<file path="src/rtl/byte_exec_pkg.sv">
package byte_exec_pkg;
  typedef enum logic [1:0] {
    CLS_ARITH = 2'b00,
    CLS_LOGIC = 2'b01,
    CLS_SHIFT = 2'b10,
    CLS_ALIAS = 2'b11
  } op_class_e;

  typedef enum logic [1:0] {
    FN_AND  = 2'b00,
    FN_OR   = 2'b01,
    FN_XOR  = 2'b10,
    FN_MASK = 2'b11
  } logic_fn_e;
endpackage

</file>
<file path="src/rtl/bx_arith.sv">
module bx_arith #(
  parameter int W = 8
) (
  input  logic [W-1:0] a,
  input  logic [W-1:0] b,
  input  logic         subtract,
  input  logic         chain,
  input  logic         cin,
  output logic [W-1:0] y,
  output logic         cout
);
  logic         extra;
  logic [W:0]   wide;

  assign extra = chain & cin;

  always_comb begin
    if (subtract)
      wide = {1'b0, a} - {1'b0, b} - {{W{1'b0}}, extra};
    else
      wide = {1'b0, a} + {1'b0, b} + {{W{1'b0}}, extra};
  end

  // bit W is the carry for addition and the borrow for subtraction
  assign y    = wide[W-1:0];
  assign cout = wide[W];
endmodule

</file>
<file path="src/rtl/bx_logic.sv">
module bx_logic
  import byte_exec_pkg::*;
#(
  parameter int W = 8
) (
  input  logic [W-1:0] a,
  input  logic [W-1:0] b,
  input  logic [1:0]   fn,
  output logic [W-1:0] y
);
  always_comb begin
    unique case (logic_fn_e'(fn))
      FN_AND:  y = a & b;
      FN_OR:   y = a | b;
      FN_XOR:  y = a ^ b;
      FN_MASK: y = a & ~b;
      default: y = '0;
    endcase
  end
endmodule

</file>
<file path="src/rtl/bx_shift.sv">
module bx_shift #(
  parameter int W  = 8,
  parameter int CW = $clog2(W)
) (
  input  logic [W-1:0]  a,
  input  logic [CW-1:0] cnt,
  input  logic [1:0]    fn,
  output logic [W-1:0]  y,
  output logic          cout
);
  localparam int WW = 2 * W;

  // stage[k] holds the value after the first k binary stages
  logic [WW-1:0] lstage [CW+1];
  logic [WW-1:0] rstage [CW+1];

  assign lstage[0] = {{W{1'b0}}, a};
  assign rstage[0] = {a, {W{1'b0}}};

  for (genvar k = 0; k < CW; k++) begin : g_stage
    assign lstage[k+1] = cnt[k] ? (lstage[k] << (1 << k)) : lstage[k];
    assign rstage[k+1] = cnt[k] ? (rstage[k] >> (1 << k)) : rstage[k];
  end

  logic [WW-1:0] lw, rw;
  assign lw = lstage[CW];
  assign rw = rstage[CW];

  always_comb begin
    unique case (fn)
      2'b00: begin y = lw[W-1:0];                cout = lw[W];   end
      2'b01: begin y = rw[WW-1:W];               cout = rw[W-1]; end
      2'b10: begin y = lw[W-1:0] | lw[WW-1:W];   cout = lw[W];   end
      default: begin y = rw[WW-1:W] | rw[W-1:0]; cout = rw[W-1]; end
    endcase
  end
endmodule

</file>
<file path="src/rtl/byte_exec_unit.sv">
module byte_exec_unit
  import byte_exec_pkg::*;
#(
  parameter int W  = 8,
  parameter int CW = $clog2(W)
) (
  input  logic          clk,
  input  logic          rst,
  input  logic [1:0]    op_class,
  input  logic [1:0]    op_fn,
  input  logic [W-1:0]  src_a,
  input  logic [W-1:0]  reg_b,
  input  logic [W-1:0]  imm_b,
  input  logic          use_imm,
  input  logic [CW-1:0] shift_amt,
  input  logic          flag_we,
  output logic [W-1:0]  result,
  output logic          zero_flag,
  output logic          carry_flag
);
  logic [W-1:0] opnd_b;
  logic [W-1:0] ar_y, lg_y, sh_y, nxt_y;
  logic         ar_c, sh_c, nxt_c;

  assign opnd_b = use_imm ? imm_b : reg_b;

  bx_arith #(.W(W)) u_arith (
    .a        (src_a),
    .b        (opnd_b),
    .subtract (op_fn[1]),
    .chain    (op_fn[0]),
    .cin      (carry_flag),
    .y        (ar_y),
    .cout     (ar_c)
  );

  bx_logic #(.W(W)) u_logic (
    .a  (src_a),
    .b  (opnd_b),
    .fn (op_fn),
    .y  (lg_y)
  );

  bx_shift #(.W(W), .CW(CW)) u_shift (
    .a    (src_a),
    .cnt  (shift_amt),
    .fn   (op_fn),
    .y    (sh_y),
    .cout (sh_c)
  );

  always_comb begin
    unique case (op_class_e'(op_class))
      CLS_ARITH: begin nxt_y = ar_y; nxt_c = ar_c; end
      CLS_SHIFT: begin nxt_y = sh_y; nxt_c = sh_c; end
      default:   begin nxt_y = lg_y; nxt_c = 1'b0; end
    endcase
  end

  always_ff @(posedge clk) begin
    if (rst) begin
      result     <= '0;
      zero_flag  <= 1'b0;
      carry_flag <= 1'b0;
    end else begin
      result <= nxt_y;
      if (flag_we) begin
        zero_flag  <= (nxt_y == '0);
        carry_flag <= nxt_c;
      end
    end
  end
endmodule

</file>
<file path="config.mk">
export PLATFORM = sky130hd
export DESIGN_NAME = byte_exec_unit
export DESIGN_NICKNAME = d
export VERILOG_FILES = /design/src/rtl/byte_exec_pkg.sv /design/src/rtl/bx_arith.sv /design/src/rtl/bx_logic.sv /design/src/rtl/bx_shift.sv /design/src/rtl/byte_exec_unit.sv
export SDC_FILE = /design/constraint.sdc
export NUM_CORES = 1
export LEC_CHECK = 0
export BUFFER_PORTS_ARGS = -buffer_cell sky130_fd_sc_hd__buf_2
export CAP_MARGIN = 5
export CORE_UTILIZATION = 30
export DETAILED_ROUTE_END_ITERATION = 8
export PLACE_DENSITY_LB_ADDON = 0.2
export SLEW_MARGIN = 25
export SYNTH_ARGS = -nofsm -noshare
export SYNTH_HDL_FRONTEND = slang
export SYNTH_SLANG_ARGS = --single-unit
</file>
<file path="constraint.sdc">
create_clock -name clk -period 3.05 [get_ports clk]
set_input_delay 0.4575 -clock clk [delete_from_list [all_inputs] [get_ports clk]]
set_output_delay 0.4575 -clock clk [all_outputs]
set_load 0.02 [all_outputs]
</file>
**Yosys cells after proc, flatten, opt, wreduce, memory -nomap -nowiden**

Index checks and enable logic that the tools add are counted.

- Register bits: 10
- Output and inout bits: 10
- Logic and storage cells: 36

- Add/sub/neg operators: 4
- Equal/unequal tests: 4
- Multiplexer cells: 13
- Bitwise operators: 8
- Reductions and logical operators: 4

Operator list:

| kind | count |
|---|---|
| two-way mux 16 bit | 5 |
| one-hot mux 8 bit (4 select lines) | 1 |
| bitwise OR 8 bit | 3 |
| one-hot mux 8 bit (3 select lines) | 1 |
| two-way mux 9 bit | 2 |
| AND 8 bit | 2 |
| one-hot mux 8 bit (2 select lines) | 1 |
| adder 8 x 8 -> 9 bit | 1 |
| adder 9 x 1 -> 9 bit | 1 |
| subtractor 8 x 8 -> 9 bit | 1 |
| subtractor 9 x 1 -> 9 bit | 1 |
| logical NOT 8 bit | 1 |
| two-way mux 8 bit | 1 |
| inverter 8 bit | 1 |
| bitwise XOR 8 bit | 1 |
| equality test 2 bit (second input constant) | 3 |
| logical NOT 2 bit | 2 |
| equality test 2 x 1 -> 1 bit (second input constant) | 1 |
| one-hot mux 1 bit (2 select lines) | 1 |
| OR reduction 2 bit | 1 |
| AND 1 bit | 1 |
| two-way mux 1 bit | 1 |

**Logic depth before layout (Yosys ltp)**

Gate-level depths: netlist (run 1).

- Word-level depth: 7
- Depth in mapped cells: 13
- Mapped depth without buffers: 12

**Cells and area by module**

From an unflattened synthesis (run 1), not the netlist that was laid out.

- Cells, all modules: 369
- Area, all modules: 2866.5 um2

By module, submodules not included:

| module | times used | cells each | area each (um2) | seq. area each (um2) |
|---|---|---|---|---|
| bx_arith | 1 | 120 | 914.6 | 0.0 |
| bx_shift | 1 | 112 | 813.3 | 0.0 |
| byte_exec_unit | 1 | 64 | 651.9 | 200.2 |
| bx_logic | 1 | 73 | 486.7 | 0.0 |

**Worst setup path before layout (run 1)**

OpenSTA, ideal clock, no wires.

- Kind: input-to-reg
- From: input port use_imm
- To: register carry_flag
- Library setup time: 0.091 ns
- Data arrival time: 3.037 ns
- Required time: 2.959 ns
- Path slack: -0.078 ns
- Stages: 13
- Path through: buf_4 mux2i_1 inv_1 fa_1 inv_1 fa_1 o21ai_0 a211oi_1 a21o_1 a21oi_1 xnor2_1 a221o_1 a311oi_1

- Cells in the longest elaborated chain, start to end: 5

RTL lines:

| element | RTL line | text |
|---|---|---|
| start: declaration | byte_exec_unit.sv:14 | `input logic use_imm,` |
| two-way mux 8 bit * | byte_exec_unit.sv:25 | `assign opnd_b = use_imm ? imm_b : reg_b;` |
| adder 8 x 8 -> 9 bit or subtractor 8 x 8 -> 9 bit (tied branches) | bx_arith.sv:21, bx_arith.sv:19 |  |
| adder 9 x 1 -> 9 bit or subtractor 9 x 1 -> 9 bit (tied branches) | bx_arith.sv:21, bx_arith.sv:19 |  |
| two-way mux 9 bit * | bx_arith.sv:18 | `if (subtract)` |
| one-hot mux 1 bit (2 select lines) * | byte_exec_unit.sv:53 | `unique case (op_class_e'(op_class))` |
| end signal: assignment | byte_exec_unit.sv:69 | `carry_flag <= nxt_c;` |
| end: declaration | byte_exec_unit.sv:19 | `output logic carry_flag` |

Mark *: on every way between the ends. The rest lies on a longest branch, timed or not.
A chain may end at the register's enable or synchronous reset.

**Final worst setup path (run 1)**

- From: register carry_flag
- To: register zero_flag

- Cells in the longest elaborated chain, start to end: 5

RTL lines:

| element | RTL line | text |
|---|---|---|
| AND 1 bit * | bx_arith.sv:15 | `assign extra = chain & cin;` |
| adder 9 x 1 -> 9 bit or subtractor 9 x 1 -> 9 bit (tied branches) | bx_arith.sv:21, bx_arith.sv:19 |  |
| two-way mux 9 bit * | bx_arith.sv:18 |  |
| one-hot mux 8 bit (2 select lines) * | byte_exec_unit.sv:53 |  |
| logical NOT 8 bit * | byte_exec_unit.sv:68 | `zero_flag <= (nxt_y == '0);` |
| end signal: assignment | byte_exec_unit.sv:68 |  |
| end: declaration | byte_exec_unit.sv:18 | `output logic zero_flag,` |

Marked as above.

==> results of run 1 <==
## registers in the layout, indices dropped and copies added, names as in the netlist
signal and cells:
carry_flag 1, zero_flag 1, result 8
## cell type report
cell class	instances	area [µm²]
inverters	30	113
flip-flops and latches	10	200
clock buffers	4	55.1
repair buffers	98	641
multi-input cells	280	2330
well taps	108	135
fillers	936	5290
## worst register-to-register path, delay by kind of cell (launching register included)
family                     cells  cell delay [ns]
adders and majority gates      2             0.83
and+or+nand+nor                2             0.32
buffers and inverters          2             0.23
AOI/OAI and AO/OA              4             0.78
muxes                          1             0.19
DFF                            1             0.37
xor gates and xnor gates       1             0.11
## worst paths after layout
| path | start | endpoint | slack (ns) | depth (start not counted) |
|---|---|---|---|---|
| setup / recovery | carry_flag | zero_flag | 0.13 | 12 |
| hold / removal | flag_we | carry_flag | 0.50 | 2 |
| setup reg to reg | carry_flag | zero_flag | 0.13 | 12 |
| hold reg to reg | zero_flag | zero_flag | 0.52 | 2 |
## layer usage
metal	routed length, µm	GRT usage, %
met2	4260	31.7
met1	4120	25.7
met4	241	6.79
met5	0	0
met3	298	0.576
## metrics by stage
stage	util [%]	std cells	total power, mW	setup slack (ns)
2_1_floorplan	-	343	0.564	0.0371
3_3_place_gp	38.5	526	0.807	-0.144
3_5_place_dp	38.5	526	0.807	-0.186
4_1_cts	39.1	530	0.974	0.0600
5_1_grt	39.6	530	1.07	-0.0169
6_report	39.6	530	0.992	0.133
## layout by cell type (no fill, tap or decap), drive strengths merged, types with 5 or more instances in the layout
cell type  synthesis  final
buf               15     97
ha                34     34
inv               30     30
nand2             27     27
nor2              26     26
mux2i             21     21
a21oi             14     14
o21ai             13     13
o211ai            11     11
xnor2             10     10
dfxtp             10     10
mux4               9      9
nor3               8      8
nor2b              7      7
nand3              7      7
xor2               7      7
and2               6      6
and3               5      5
o22ai              5      5
nand2b             5      5
o311ai             5      5
mux2               5      5
a211oi             5      5
clkbuf             8      5
## cells by family (layout without fill, tap and decap cells)
group	after synthesis	after routing	share of synthesized area (%)
simple gates	102	102	18.2
compound gates	88	88	23.6
buf+inv	53	132	9.06
fa+ha+maj	38	38	18.6
mux	35	35	17.8
xor+xnor	17	17	5.47
flops	10	10	7.36
## report_power, final
group	switching, mW	internal, mW	leakage, nW	total [mW]
Combinational	0.363	0.317	1.51	0.680
Sequential	0.00347	0.144	0.0826	0.148
Clock	0.0513	0.113	0.0288	0.165
Total	0.418	0.575	1.63	0.992
==> results by group, run 1 <==
Status
  – Outcome: finished, final reports clean

Setup path
  – Worst setup SP type: flop
  – Crit-path slowest cell: fa_1
  – CP Buf/Inv Count: 2
  – Most used cell, CP: fa_1
  – Worst path max stage delay: about 0.43 ns
  – Critical path cell sequence: and2_1, inv_1, fa_1, fa_1, mux2i_1, xor2_1, a221oi_2, buf_4, o2111ai_1, a31oi_1, nand4_1, o32ai_2
  – CP required: between 3 and 4 ns
  – CP top delay family: adder cells
  – CP Max Fanout: 2
  – Arrival time worst endpoint: between 3 and 4 ns
  – Critical Path Sink Type: flop
  – Crit Path Class: flop to flop

Route
  – Via density: 5.35
  – DR pass1 iterations: 4
  – Vias: between 2000 and 3000
  – Initial DRC count: about 170
  – Total routed wirelength: just under 9000 µm
  – WL/cell: roughly 17 µm
  – Remaining antenna violation count: 0
  – Residual DRC: 0

Final layout
  – NumNets Final: about 500
  – Area growth from synthesis to layout: 27.6%
  – Final Instance Area: 3470 µm²
  – Fraction of final layout cells with drive strength greater than 1: between 30% and 40%
  – Diode count: 0

Timing
  – Final Hold Vio Count: 0
  – Post-layout min period: between 2 and 3 ns
  – Max transition margin: 58.8%
  – Final hold slack: ~0.50 ns
  – RSZ-0062 raised after global routing: true
  – Final setup TNS: 0 ns
  – Final period util: between 90 and 100%
  – Max Slew Vio Count: 0
  – Final clock skew: between 0.002 and 0.003 ns
  – Finish-stage setup viols: 0
  – Least-Margin Pin Slew: 0.610 ns
  – FMAX: 343 MHz

Logic synthesis
  – Synth area leader: ha_1
  – Asr flop ratio synth: 0%
  – Top cells by area, synth: ha_1 16%, mux2i_1 7.7%, dfxtp_1 7.4%
  – Synthesized area: approximately 2700 µm²
  – Most frequent cell after synthesis: ha_1
  – Synthesized area per cell: ~7.9 µm²
  – Warnings, synthesis: 0
  – Count of state elements after synthesis: 10
  – Synth cell count leaders: 34 x ha_1, 30 x inv_1, 27 x nand2_1, 26 x nor2_1, 21 x mux2i_1
  – Post-synthesis cell count: around 340
  – Number of flops mapped to enable cells by yosys: 0
  – Mapped Nets: about 420
  – Top-area cell type share of the netlist area: between 10% and 20%
  – Post-synthesis sequential area ratio: 7.36%
  – Synth unique cells: 60
  – Synth Flop Type: dfxtp_1

Floorplan
  – # rows: 34
  – Area of the core: 8760 µm²
  – Die width: around 97 µm
  – Total die area: around 9500 µm²
  – Initial core utilization: between 30% and 40%
  – Die Height: 97.2 µm
  – # IOs: 45

CTS
  – CTS Buf Count: 3
  – Insertion delay to the later sink of the worst-skew pair: between 0.2 and 0.25 ns
  – Post-CTS Setup Bufs: 0
  – Clk buf depth: 2
  – Post-cts sizing count: 0
  – Clock slew at reported path FFs: 0.05 ns
  – CTS tree: yes
  – # hold bufs at CTS: 0
  – Clock sink count: 10
  – Root buffer cell: clkbuf_8
  – H-tree levels: 1

Place
  – Port-buffer cells: between 40 and 50
  – Final Wtd Congestion: a little over 0.9
  – DP Area: 3370 µm²
  – DP HPWL: around 7400 µm

Pwr
  – Pwr/cell area: ~290 nW/µm²
  – Pleak: approximately 1.6 nW
  – Max rail drop VDD: just under 0.09 mV

Global routing
  – Largest net degree at the start of global routing: 27
  – First-pass GRT wire length: roughly 14000 µm
  – Overall Global Routing Usage: around a fifth
  – Number of global-route vias before repair: ~2700
  – Initial antenna violation count: 0
  – Total grt overflow: 0

Run
  – Max-cap violations: 0

Worst hold path
  – Worst hold path class: input port to flop
Power figures use the tool's default switching activity.
==> run 2: changes to the inputs <==
Settings changed: CAP_MARGIN 5 to default, PLACE_DENSITY_LB_ADDON 0.2 to default.
==> run 2 against run 1 <==
Net effect:
- critical path depth is the same
- largest cell class unchanged
- clock-buffer cell count down 1
- via count is 2.9% higher
- clock skew fell by 0.0021 ns
==> results by group, run 2 (same netlist as run 1, synthesis figures left out) <==
Status
  – Outcome: finished, final reports clean

Setup path
  – Arrival time worst endpoint: a little over 3 ns
  – CP Depth: 12
  – CP Buf/Inv Count: 2
  – Critical Path Start: use_imm
  – Critical Path Sink Type: flop
  – Critical path cell sequence: clkbuf_4, buf_4, mux2i_2, ha_1, ha_1, nor4_1, a211oi_2, a31oi_1, xor2_1, nor2_1, a211o_1, o32ai_2
  – Worst setup SP type: input port
  – Worst path max stage delay: around 0.4 ns
  – Reg2Reg Launch Point: carry_flag
  – CP Max Fanout: 5
  – Most used cell, CP: ha_1
  – CP required: approximately 3.2 ns
  – Reg2Reg Depth: 12
  – Crit Path Class: input port to flop
  – Reg2reg setup slack: roughly 0.17 ns
  – Crit-path slowest cell: nor4_1
  – CP top delay family: compound AO/OA/AOI/OAI gates

Route
  – Via density: approximately 5.6
  – Residual DRC: 0
  – Total routed wirelength: 8850 µm
  – Remaining antenna violation count: 0
  – Initial DRC count: between 200 and 250
  – DR pass1 iterations: 5
  – Vias: roughly 2900
  – WL/cell: approximately 17 µm

Global routing
  – Number of global-route vias before repair: between 2000 and 3000
  – Overall Global Routing Usage: approximately a fifth
  – First-pass GRT wire length: 14300 µm
  – Initial antenna violation count: 0
  – Total grt overflow: 0
  – Largest net degree at the start of global routing: 27

Floorplan
  – Total die area: roughly 9500 µm²
  – # rows: 34
  – # IOs: between 40 and 50
  – Area of the core: ~8800 µm²
  – Die width: roughly 100 µm
  – Initial core utilization: between 30% and 40%
  – Die Height: 97.2 µm

Pwr
  – Pwr/cell area: 280 nW/µm²
  – Max rail drop VDD: roughly 0.12 mV
  – Final Power: roughly 960 µW
  – Pleak: 1.59 nW

Place
  – Port-buffer cells: 44
  – Dpl ws: -0.169 ns
  – Final Wtd Congestion: between 0.9 and 1
  – DP Area: between 3000 and 4000 µm²
  – DP HPWL: around 7400 µm

CTS
  – Root buffer cell: clkbuf_8
  – Clock sink count: 10
  – # hold bufs at CTS: 0
  – H-tree levels: 1
  – Insertion delay to the later sink of the worst-skew pair: 0.23 ns
  – CTS tree: yes
  – Clock slew at reported path FFs: 0.04 ns
  – CTS Buf Count: 3
  – Clk buf depth: 2

Final layout
  – Max FFs per register: 8
  – Diode count: 0
  – Most common cell after layout, fill and taps aside: buf_4
  – Reg area: 200 µm²
  – Area growth from synthesis to layout: 25.5%
  – Top Registers: result (8), carry_flag (1), zero_flag (1)
  – Fillers: 895
  – Most flop-heavy register: result
  – NumNets Final: 492
  – Multi-input logic area: ~2300 µm²
  – Final Instance Area: 3410 µm²
  – Post-layout util: roughly 39%
  – Most frequent cells in the layout: 50 x buf_4, 43 x buf_2, 34 x ha_1
  – Fraction of final layout cells with drive strength greater than 1: 30.0%

Worst hold path
  – WHS Path Cells: 2
  – Worst hold start: flag_we
  – Worst hold path class: input port to flop

Timing
  – Final clock skew: about 0.00043 ns
  – Post-layout min period: just under 3 ns
  – Setup WS post-layout: around 0.13 ns
  – Final period util: roughly 96%
  – Max transition margin: 57.1%
  – Finish-stage setup viols: 0
  – FMAX: 343 MHz
  – Least-Margin Pin Slew: 0.642 ns
  – Final Hold Vio Count: 0
  – Max Slew Vio Count: 0

Run
  – Max-cap violations: 0
-- run 2: changes by cell type in the layout (fill, tap and decap cells not counted), sizes merged --
| cell | previous run | this run |
|---|---|---|
| buf | 97 | 93 |
| clkbuf | 5 | 4 |
-- run 2: what timing repair did --
action / 4_1_cts / 5_1_grt
resized for setup: 0 / 13
endpoints found under the setup margin: 0 / 3
buffers inserted: 0 / 2
-- run 2: per-stage QoR --
stage / setup TNS, ns / std cells / hold slack [ns]
final: 0 / 525 / 0.500
after global routing: -0.0822 / 525 / 0.515
after CTS: 0 / 523 / 0.476
after detailed placement: -0.414 / 520 / 0.501
after global placement: -0.279 / 520 / 0.507
after floorplan: 0 / 343 / 0.566
-- run 2: worst register-to-register path: cells and delay by family (launching register included) --
kind / cells / cell delay, ns
adders and majority gates: 2 / 0.85
AOI/OAI and AO/OA: 4 / 0.73
DFF: 1 / 0.38
and+or+nand+nor: 2 / 0.32
buffers and inverters: 2 / 0.22
muxes: 1 / 0.18
xor gates and xnor gates: 1 / 0.11
-- run 2: final cells by class --
class	count	area share [%]
inverters	30	3.30
repair buffers	94	17.5
multi-input cells	280	68.1
well taps	108	3.96
clock buffers	3	1.21
flip-flops and latches	10	5.87
-- run 2: power by group --
group / leakage (nW) / internal, mW / switching, mW
combinational: 1.49 / 0.314 / 0.364
clock: 0.0216 / 0.0859 / 0.0456
sequential: 0.0826 / 0.145 / 0.00322
total: 1.59 / 0.544 / 0.413
-- run 2: final timing paths --
check          endpoint
max           zero_flag
min reg2reg   zero_flag
max reg2reg   zero_flag
min          carry_flag
-- run 2: metal layers --
metal	GRT usage, %	up-vias	part of all wire, %
met5	0	-	0
met4	7.58	0	3.8
met3	2.52	26	6.9
met2	31.9	141	47
met1	23.5	1349	42
li1	-	1402	-
==> run 3: changes to the inputs <==
Clock period 3.05 ns to 3.7 ns, I/O delays scaled along.
==> run 3 against run 2 <==
Net effect:
- non-clock buffer count down 42
- via count down 7.0%
- utilization down 4.2 points
- first-iteration DRC count down 28%
- highest routed layer unchanged
- clock power down 21%
- power down 28%
- final area down 11%
- clock-buffer cell count unchanged
- wire length down 5.2%
- flip-flop and latch count unchanged
- setup slack better by 0.30 ns
==> results by group, run 3 (same netlist as run 1, synthesis figures left out) <==
Pwr
  – Pwr/cell area: approximately 230 nW/µm²
  – Max rail drop VDD: between 0.09 and 0.1 mV
  – Pleak: 1.39 nW

Floorplan
  – Initial core utilization: between 30% and 40%
  – Area of the core: around 9000 µm²
  – Die width: 97.2 µm
  – # IOs: 45
  – Total die area: between 9000 and 10000 µm²
  – # rows: 34
  – Die Height: 97.2 µm

Final layout
  – Top Registers: result (8), carry_flag (1), zero_flag (1)
  – Max FFs per register: 8
  – NumNets Final: 450
  – Most flop-heavy register: result
  – Area growth from synthesis to layout: 11.9%
  – Diode count: 0
  – Reg area: roughly 200 µm²
  – Post-layout util: roughly a third
  – Multi-input logic area: roughly 2300 µm²
  – Fillers: 936
  – Fraction of final layout cells with drive strength greater than 1: a little under a fifth
  – Most frequent cells in the layout: 44 x buf_2, 34 x ha_1, 30 x inv_1
  – Most common cell after layout, fill and taps aside: buf_2

Setup path
  – CP required: between 3 and 4 ns
  – CP Max Fanout: 8
  – Crit-path slowest cell: a211oi_1
  – Critical path cell sequence: buf_2, mux2i_1, buf_4, fa_1, inv_1, ha_1, o21ai_0, a211oi_1, xnor2_1, nor2_1, a211oi_1, nand2_1, o32ai_2
  – Reg2Reg Launch Point: carry_flag
  – CP top delay family: compound AO/OA/AOI/OAI gates
  – Most used cell, CP: a211oi_1
  – CP Buf/Inv Count: 3
  – Critical Path Sink Type: flop
  – Worst setup SP type: input port
  – Crit Path Class: input port to flop
  – Arrival time worst endpoint: 3.40 ns
  – Critical Path Start: use_imm
  – Worst path max stage delay: ~0.47 ns

Global routing
  – Initial antenna violation count: 0
  – Number of global-route vias before repair: 2578
  – Overall Global Routing Usage: 17.7%
  – Total grt overflow: 0
  – Largest net degree at the start of global routing: 31
  – First-pass GRT wire length: between 10000 and 15000 µm

Worst hold path
  – Worst hold path class: flop to flop
  – Worst hold start: zero_flag

Route
  – Initial DRC count: between 150 and 200
  – WL/cell: around 17 µm
  – Remaining antenna violation count: 0
  – Vias: 2714
  – Via density: 5.62
  – Total routed wirelength: 8390 µm
  – DR pass1 iterations: 5
  – Residual DRC: 0

Timing
  – RSZ-0062 raised after global routing: false
  – Max Slew Vio Count: 0
  – Post-layout min period: between 3 and 4 ns
  – Final Hold Vio Count: 0
  – Final clock skew: just over 0.005 ns
  – Finish-stage setup viols: 0
  – Least-Margin Pin Slew: 0.703 ns
  – Max transition margin: 53.0%
  – FMAX: slightly above 300 MHz
  – Final setup TNS: 0 ns
  – Final period util: just under 90%

CTS
  – Clock slew at reported path FFs: around 0.04 ns
  – Clock sink count: 10
  – CTS Buf Count: 3
  – H-tree levels: 1
  – Clk buf depth: 2
  – Post-cts sizing count: 0
  – Post-CTS Setup Bufs: 0
  – # hold bufs at CTS: 0
  – CTS tree: yes
  – Insertion delay to the later sink of the worst-skew pair: 0.23 ns
  – Root buffer cell: clkbuf_8

Run
  – Max-cap violations: 0

Place
  – Port-buffer cells: 44
  – Final Wtd Congestion: between 0.9 and 1
  – DP HPWL: just under 7000 µm

Status
  – Outcome: finished, final reports clean
run 3: area by class of cell:
| type | instances | area share (%) |
|---|---|---|
| tap | 108 | 4.44 |
| sequential | 10 | 6.58 |
| clock buffer | 3 | 1.36 |
| inverter | 30 | 3.70 |
| multi-input combinational | 280 | 74.7 |
| timing repair buffer | 52 | 9.21 |
run 3: through the flow:
stage / cell area [µm²] / setup WS, ns / hold slack [ns] / total power, mW / cells
after detailed placement: 3000 / 0.226 / 0.502 / 0.585 / 480
after CTS: 3040 / 0.454 / 0.515 / 0.693 / 483
after global placement: 3000 / 0.284 / 0.506 / 0.580 / 480
final: 3040 / 0.440 / 0.516 / 0.692 / 483
after floorplan: 2720 / 0.475 / 0.576 / 0.463 / 343
after global routing: 3040 / 0.132 / 0.533 / 0.749 / 483
run 3: final timing paths:
check	end	slack [ns]	depth (start not counted)
worst max-delay path	zero_flag	0.44	13
worst min-delay path	zero_flag	0.52	2
worst max register to register	zero_flag	0.77	11
worst min register to register	zero_flag	0.52	2
run 3: report_power, final:
group          internal (mW)  switching (mW)
Combinational          0.193           0.272
Sequential             0.119         0.00314
Clock                 0.0704          0.0337
run 3: metal layers:
metal / wire length (µm) / track usage, %
met5: 0 / 0
met4: 301 / 7.01
met3: 413 / 1.08
met2: 3970 / 30.8
met1: 3700 / 22.7
run 3: worst reg2reg max path, cell delays in order, from the launching register on:
cell and delay, ns:
dfxtp_1 0.41, and2_1 0.20, inv_1 0.06, fa_1 0.54, ha_1 0.16, o21ai_0 0.12
a211oi_1 0.47, xnor2_1 0.19, nor2_1 0.06, a211oi_1 0.30, nand2_1 0.12, o32ai_2 0.24
